## config.mk

```make
export PLATFORM = sky130hd
export DESIGN_NAME = spi_clock_regs
export DESIGN_NICKNAME = d
export VERILOG_FILES = /design/src/rtl/spi_clock_regs.sv
export SDC_FILE = /design/constraint.sdc
export NUM_CORES = 1
export LEC_CHECK = 0
export BUFFER_PORTS_ARGS = -buffer_cell sky130_fd_sc_hd__buf_4
export CAP_MARGIN = 5
export CORE_MARGIN = 2
export CORE_UTILIZATION = 35
export CTS_CLUSTER_SIZE = 8
export DETAILED_ROUTE_END_ITERATION = 6
export PLACE_DENSITY = 0.6
export SLEW_MARGIN = 20
export SYNTH_ARGS = -nofsm -noshare
export SYNTH_HDL_FRONTEND = slang
export SYNTH_SLANG_ARGS = --single-unit
```

## constraint.sdc

```tcl
create_clock -name clk -period 2.3 [get_ports clk]
set_input_delay 0.575 -clock clk [delete_from_list [all_inputs] [get_ports clk]]
set_output_delay 0.575 -clock clk [all_outputs]
set_load 0.005 [all_outputs]
```

## src/rtl/spi_clock_regs.sv

```systemverilog
module spi_clock_regs #(
  parameter int PRESCALE  = 32768,
  parameter int ON_DELAY  = 4,
  parameter int OFF_DELAY = 8
) (
  input  logic clk,
  input  logic rst_n,
  input  logic sub_tick,
  input  logic spi_sclk,
  input  logic spi_cs_n,
  input  logic spi_mosi,
  output logic spi_miso
);
  localparam int PW   = (PRESCALE > 2) ? $clog2(PRESCALE) : 1;
  localparam int DMAX = (ON_DELAY > OFF_DELAY) ? ON_DELAY : OFF_DELAY;
  localparam int DW   = $clog2(DMAX + 1);

  typedef enum logic [2:0] {P_OPC, P_ADR, P_RD, P_WR, P_IGN} phase_t;

  function automatic logic [7:0] bcd_next(input logic [7:0] v, input logic [7:0] hi, input logic [7:0] lo);
    if (v == hi)           return lo;
    else if (v[3:0] >= 9)  return {v[7:4] + 4'd1, 4'h0};
    else                   return v + 8'd1;
  endfunction

  // serial pin synchronisers
  logic [2:0] sclk_q;
  logic [1:0] cs_q, mosi_q;
  always_ff @(posedge clk or negedge rst_n)
    if (!rst_n) begin
      sclk_q <= '0; cs_q <= 2'b11; mosi_q <= '0;
    end else begin
      sclk_q <= {sclk_q[1:0], spi_sclk};
      cs_q   <= {cs_q[0], spi_cs_n};
      mosi_q <= {mosi_q[0], spi_mosi};
    end

  logic cs_s, mosi_s, sclk_rise, sclk_fall;
  assign cs_s      = cs_q[1];
  assign mosi_s    = mosi_q[1];
  assign sclk_rise =  sclk_q[1] & ~sclk_q[2];
  assign sclk_fall = ~sclk_q[1] &  sclk_q[2];

  // frame state
  phase_t     phase;
  logic       op_rd;
  logic [2:0] bitcnt;
  logic [6:0] rx_sr;
  logic [7:0] tx_sr, rx_byte, rd_data;
  logic [4:0] addr;
  logic       byte_done, wr_stb, wr_time;

  assign rx_byte   = {rx_sr, mosi_s};
  assign byte_done = ~cs_s & sclk_rise & (bitcnt == 3'd7);
  assign wr_stb    = byte_done & (phase == P_WR);
  assign wr_time   = wr_stb & (addr >= 5'd1) & (addr <= 5'd7);
  assign spi_miso  = ~cs_s & (phase == P_RD) & tx_sr[7];

  always_ff @(posedge clk or negedge rst_n)
    if (!rst_n) begin
      phase <= P_OPC; op_rd <= 1'b0; bitcnt <= '0; rx_sr <= '0; tx_sr <= '0; addr <= '0;
    end else if (cs_s) begin
      phase <= P_OPC; bitcnt <= '0; tx_sr <= '0;
    end else begin
      if (sclk_rise) begin
        rx_sr  <= rx_byte[6:0];
        bitcnt <= bitcnt + 3'd1;
        if (bitcnt == 3'd7)
          case (phase)
            P_OPC: begin
              op_rd <= (rx_byte == 8'h13);
              phase <= (rx_byte == 8'h13 || rx_byte == 8'h12) ? P_ADR : P_IGN;
            end
            P_ADR: begin
              addr  <= rx_byte[4:0];
              phase <= op_rd ? P_RD : P_WR;
            end
            P_RD, P_WR: addr <= addr + 5'd1;
            default: ;
          endcase
      end
      if (sclk_fall && phase == P_RD)
        tx_sr <= (bitcnt == 3'd0) ? rd_data : {tx_sr[6:0], 1'b0};
    end

  // calendar registers
  logic       st, osc_run, leap;
  logic [6:0] sec, min, hour;
  logic [2:0] wday;
  logic [5:0] date;
  logic [4:0] mon;
  logic [7:0] year, ctrl;

  always_comb
    case (addr)
      5'd1:    rd_data = {st, sec};
      5'd2:    rd_data = {1'b0, min};
      5'd3:    rd_data = {1'b0, hour};
      5'd4:    rd_data = {2'b00, osc_run, 2'b00, wday};
      5'd5:    rd_data = {2'b00, date};
      5'd6:    rd_data = {2'b00, leap, mon};
      5'd7:    rd_data = year;
      5'd8:    rd_data = ctrl;
      default: rd_data = 8'h00;
    endcase

  // prescaler
  logic [PW-1:0] presc;
  logic          sec_tick;
  assign sec_tick = st & sub_tick & (presc == PW'(PRESCALE - 1)) & ~wr_time;

  always_ff @(posedge clk or negedge rst_n)
    if (!rst_n)                presc <= '0;
    else if (wr_time)          presc <= '0;
    else if (st && sub_tick)   presc <= (presc == PW'(PRESCALE - 1)) ? '0 : presc + PW'(1);

  // carry chain
  logic [7:0] sec_nx, min_nx, h24_nx, h12_nx, date_nx, year_nx, mon_nx, last_day;
  logic [6:0] hour_nx;
  logic       c_min, c_hour, c_day, c_mon, c_year;

  assign sec_nx  = bcd_next({1'b0, sec}, 8'h59, 8'h00);
  assign min_nx  = bcd_next({1'b0, min}, 8'h59, 8'h00);
  assign h24_nx  = bcd_next({2'b00, hour[5:0]}, 8'h23, 8'h00);
  assign h12_nx  = bcd_next({3'b000, hour[4:0]}, 8'h12, 8'h01);
  assign date_nx = bcd_next({2'b00, date}, last_day, 8'h01);
  assign mon_nx  = bcd_next({3'b000, mon}, 8'h12, 8'h01);
  assign year_nx = bcd_next(year, 8'h99, 8'h00);

  assign c_min  = (sec == 7'h59);
  assign c_hour = c_min & (min == 7'h59);
  assign c_mon  = c_day & ({2'b00, date} == last_day);
  assign c_year = c_mon & (mon == 5'h12);

  always_comb begin
    if (hour[6]) begin
      c_day = c_hour & hour[5] & (hour[4:0] == 5'h11);
      if (hour[4:0] == 5'h11) hour_nx = {1'b1, ~hour[5], 5'h12};
      else                    hour_nx = {1'b1, hour[5], h12_nx[4:0]};
    end else begin
      c_day   = c_hour & (hour[5:0] == 6'h23);
      hour_nx = {1'b0, h24_nx[5:0]};
    end
  end

  always_comb
    case (mon)
      5'h02:                      last_day = leap ? 8'h29 : 8'h28;
      5'h04, 5'h06, 5'h09, 5'h11: last_day = 8'h30;
      default:                    last_day = 8'h31;
    endcase

  always_ff @(posedge clk or negedge rst_n)
    if (!rst_n) begin
      st <= 1'b0; sec <= '0; min <= '0; hour <= '0; wday <= 3'd1;
      date <= 6'h01; mon <= 5'h01; leap <= 1'b0; year <= '0; ctrl <= '0;
    end else begin
      if (sec_tick) begin
        sec <= sec_nx[6:0];
        if (c_min)  min  <= min_nx[6:0];
        if (c_hour) hour <= hour_nx;
        if (c_day) begin
          wday <= (wday == 3'd7) ? 3'd1 : wday + 3'd1;
          date <= date_nx[5:0];
        end
        if (c_mon)  mon  <= mon_nx[4:0];
        if (c_year) year <= year_nx;
      end
      if (wr_stb)
        case (addr)
          5'd1: {st, sec}   <= rx_byte;
          5'd2: min         <= rx_byte[6:0];
          5'd3: hour        <= rx_byte[6:0];
          5'd4: wday        <= rx_byte[2:0];
          5'd5: date        <= rx_byte[5:0];
          5'd6: {leap, mon} <= rx_byte[5:0];
          5'd7: year        <= rx_byte;
          5'd8: ctrl        <= rx_byte;
          default: ;
        endcase
    end

  // oscillator-running flag
  logic [DW-1:0] dcnt;
  logic          dlast;
  assign dlast = osc_run ? (dcnt == DW'(OFF_DELAY - 1)) : (dcnt == DW'(ON_DELAY - 1));

  always_ff @(posedge clk or negedge rst_n)
    if (!rst_n) begin
      dcnt <= '0; osc_run <= 1'b0;
    end else if (st == osc_run) begin
      dcnt <= '0;
    end else if (sub_tick) begin
      if (dlast) begin
        osc_run <= st; dcnt <= '0;
      end else begin
        dcnt <= dcnt + DW'(1);
      end
    end

  assert_miso_quiet_R1: assert property (@(posedge clk) disable iff (!rst_n)
    cs_s |=> !spi_miso);
  assert_hold_stopped_R6: assert property (@(posedge clk) disable iff (!rst_n)
    (!st && !wr_stb) |=> ($stable(sec) && $stable(min) && $stable(hour) && $stable(date) && $stable(year)));
  assert_run_rise_R7: assert property (@(posedge clk) disable iff (!rst_n)
    $rose(osc_run) |-> $past(st));
  assert_run_fall_R7: assert property (@(posedge clk) disable iff (!rst_n)
    $fell(osc_run) |-> !$past(st));
  assert_sec_wrap_R8: assert property (@(posedge clk) disable iff (!rst_n)
    (sec_tick && sec == 7'h59) |=> (sec == 7'h00));
  assert_presc_clear_R11: assert property (@(posedge clk) disable iff (!rst_n)
    wr_time |=> (presc == '0));
endmodule

```

==> impl_table.tex <==
\begin{tabular}{lr}
\hline
Metric & Value \\
\hline
\multicolumn{2}{l}{\textbf{Synthesis}} \\
Nets in the synthesized netlist & 763 \\
Number of warnings issued by yosys & 0 \\
Number of flip-flops and latches in the synthesized netlist & 107 \\
Fraction of the yosys area taken by sequential cells & 40.24\% \\
Most common library cells after synthesis & dfrtp\_1, nor2\_1, nand2\_1 \\
Netlist area before placement & 0.006669 mm\^{}2 \\
Ys async rst share & 100.0\% \\
Most used flip-flop cell after synthesis & dfrtp\_1 \\
Number of enable flip-flop cells after synthesis & 0 \\
Top post-synthesis cells by area & dfrtp\_1, ha\_1, nor2\_1 \\
Unique masters post-synth & 74 \\
Top cell type's share of synthesized area & 38.27\% \\
Library cell with the largest summed area after synthesis & dfrtp\_1 \\
Most used standard cell by instance count after synthesis & dfrtp\_1 \\
Mean Syn Cell Area & 9.275 um\^{}2 \\
Number of instances in the synthesized netlist & 719 \\
\multicolumn{2}{l}{\textbf{Clocking}} \\
Level count of the clock H-tree & 3 \\
Library cell used as clock root buffer & clkbuf\_16 \\
Clock tree from TritonCTS & yes \\
Latest clock arrival within the worst-skew pair & 370 ps \\
Clock transition at the registers of the reported paths & 80 ps \\
Bufs on Longest Clock Path & 2 \\
Clock Sink Count & 107 \\
Total clock buffers created by CTS & 9 \\
\# hold bufs at CTS & 0 \\
\multicolumn{2}{l}{\textbf{STA}} \\
Minimum setup slack in the final design & -138.6 ps \\
Worst Skew & 12.30 ps \\
Final Hold Fails & 0 \\
Number of setup violations in the final report & 17 \\
Smallest hold slack & 185.4 ps \\
RSZ-0062 raised after global routing & true \\
Maximum clock frequency & 410.1 MHz \\
Min cycle time layout & 2439 ps \\
Total count of max-transition violations in the final report & 0 \\
Share of the cycle needed by the critical path after routing & 106.0\% \\
Slew headroom & 51.98\% \\
Worst-margin pin slew & 720.4 ps \\
\multicolumn{2}{l}{\textbf{Outcome}} \\
Violated checks & setup timing \\
Run status & finished, violations left \\
\multicolumn{2}{l}{\textbf{Critical path}} \\
Most frequent cell on the critical path & or4\_4 \\
Highest fanout seen on the critical path & 4 \\
Cell at the slowest stage of the critical path & or4\_4 \\
Endpoint of the worst-slack reg-to-reg timing path & year[6] \\
Worst R2R Path Depth & 7 \\
Cell count along the critical path & 7 \\
Ordered cell list for the critical path & inv\_2, ha\_4, or4\_4, and2\_4, a311o\_2, or4\_4, a31oi\_1 \\
Required @ worst endpoint & 2590 ps \\
Worst stage delay on the critical path & 520 ps \\
Startpoint type of the worst setup path & flop \\
Endpoint class of the critical path & flop \\
Worst Path Arrival & 2730 ps \\
Number of buffers and inverters on the critical path & 1 \\
Start of the worst register-to-register path & addr[1] \\
Cell type group with the largest total delay on the critical path & simple AND/OR/NAND/NOR gates \\
FF-to-FF setup slack & -140 ps \\
Category of the critical setup timing path & flop to flop \\
\multicolumn{2}{l}{\textbf{Layout}} \\
Final net count & 874 \\
Total of fill cells in the finished design & 1751 \\
Layout overhead on the synthesized area & 27.37\% \\
Summed area of non-filler cells in the final layout & 0.008494 mm\^{}2 \\
Fraction of layout cells with a size suffix above 1 & 28.50\% \\
Antenna fix cells & 0 \\
\multicolumn{2}{l}{\textbf{Route}} \\
Number of violations reported at the end of detailed-routing iteration 0 & 465 \\
Detailed-routing iteration count for the pre-antenna-repair pass & 5 \\
Total vias in the final route & 5893 \\
Routed vias/inst & 5.513 \\
Per-cell routed wire length & 17.01 um \\
Total wire length after detailed routing & 18180 um \\
Number of nets with antenna violations after routing & 0 \\
DR DRC count & 0 \\
\multicolumn{2}{l}{\textbf{Floorplan}} \\
Horizontal die dimension & 142.0 um \\
Number of rows created at floorplan & 50 \\
Starting density of the core & 35.65\% \\
Die height & 142.0 um \\
Placeable Area & 0.01871 mm\^{}2 \\
Area of the die & 0.02017 mm\^{}2 \\
Total I/O pin count & 7 \\
\multicolumn{2}{l}{\textbf{Power and ir drop}} \\
Highest ir drop seen on vdd & 493.8 uV \\
Final total power & 0.003995 W \\
Power density normalized to cell area & 470.3 mW/mm\^{}2 \\
Cell leakage power & 3.777 nW \\
\multicolumn{2}{l}{\textbf{Flow run}} \\
Max-cap check violation count & 0 \\
\multicolumn{2}{l}{\textbf{Global route}} \\
Total congestion overflow after global routing & 0 \\
Total global-route track usage & 18.99\% \\
Vias in the first global route & 5778 \\
Initial antenna violation count & 0 \\
Wire length of the first global-routing pass & 30080 um \\
Pin count of the biggest net entering global routing & 41 \\
\multicolumn{2}{l}{\textbf{Placed design}} \\
Instance area after placement & 0.007762 mm\^{}2 \\
Port Buffer Count & 6 \\
Half-perimeter wire length after detailed placement & 13140 um \\
Final RePlAce weighted congestion & 0.8981 \\
\multicolumn{2}{l}{\textbf{Min path}} \\
Worst min path class & input pin to asynchronous set/reset pin \\
\hline
\end{tabular}
==> worst reg2reg max path, cell delays in order (launching register included) <==
cell and delay (ps):
dfrtp_1 410, inv_2 70, ha_4 160, or4_4 430
and2_4 180, a311o_2 420, or4_4 520, a31oi_1 170
==> worst max-delay path by stage <==
stage	from	to
3_5_place_dp	addr[1]	year[6]
5_1_grt	addr[1]	year[6]
6_report	addr[1]	year[6]
3_3_place_gp	addr[1]	year[5]
4_1_cts	addr[1]	year[6]
2_1_floorplan	addr[1]	year[6]
==> metrics by stage <==
stage / setup TNS, ps / cells / worst slack, ps / utilization (%)
global placement: -1445 / 1036 / -163.1 / 41.50
finish: -871.9 / 1069 / -138.6 / 45.41
global route: -2730 / 1069 / -191.0 / 45.41
CTS: -599.0 / 1060 / -110.9 / 43.95
floorplan: -280.0 / 719 / -58.87 / -
detailed placement: -2237 / 1036 / -213.3 / 41.50
==> area by class of cell <==
type,instances,area [um^2],share of cell area (%)
timing repair buffer,136,1097,12.92
inverter,31,116.4,1.370
tap,234,292.8,3.447
sequential,107,2684,31.60
clock buffer,9,225.2,2.651
multi-input combinational,545,4000,47.09
clock inverter,7,78.83,0.9280
==> cells by family after synthesis <==
kind of cell             after synthesis  share of synthesized area (%)
AO/OA/AOI/OAI                        170                          17.69
XOR/XNOR                              21                          2.758
adder cells (fa/ha/maj)               38                          7.130
buffers and inverters                 67                          4.052
flip-flops                           107                          40.24
multiplexers                          34                          5.460
AND/OR/NAND/NOR                      282                          22.66
==> sequential cells by signal, indices dropped and copies added, names as in the netlist, 4 cells and up <==
signal  count
presc      15
ctrl        8
tx_sr       8
year        8
hour        7
min         7
rx_sr       7
sec         7
date        6
addr        5
mon         5
dcnt        4
==> report_power, final <==
part	total, W	leakage (nW)	switching, W	internal (W)
clock	0.00158	0.148	0.000811	0.000774
combinational	0.000398	2.34	0.000270	0.000128
sequential	0.00201	1.29	0.0000740	0.00194
==> routing by layer <==
layer  track usage [%]  up-vias  routed length (um)  share of wire (%)
li1                  -     2843                   -                  -
met1             26.73     2878                8750                 48
met2             29.85      146                8330                 46
met3             3.129       26                 796                4.4
met4             6.105        0                 305                1.7
met5                 0        -                   0                  0
==> repair_timing <==
item                       in CTS  in global routing
gates resized for setup        24                 54
pin swaps                      15                 40
setup buffers                   8                  9
setup endpoints to repair      31                 59
hold endpoints to repair        0                  0
==> cells in the final DEF, fill, tap and decap left out, types with 10 or more instances in the layout <==
master / instances
nor3_1: 15
a21oi_1: 25
nor2_1: 75
mux2i_1: 14
mux2_2: 17
a22oi_1: 11
a31oi_1: 24
and2_1: 13
nor2b_1: 10
dfrtp_1: 102
inv_1: 29
o21ai_1: 10
buf_6: 17
buf_4: 118
nand2_1: 66
ha_1: 31
o21ai_0: 21
nand3_1: 16
xnor2_1: 11
Note: power is estimated with default switching activity, not from simulation.
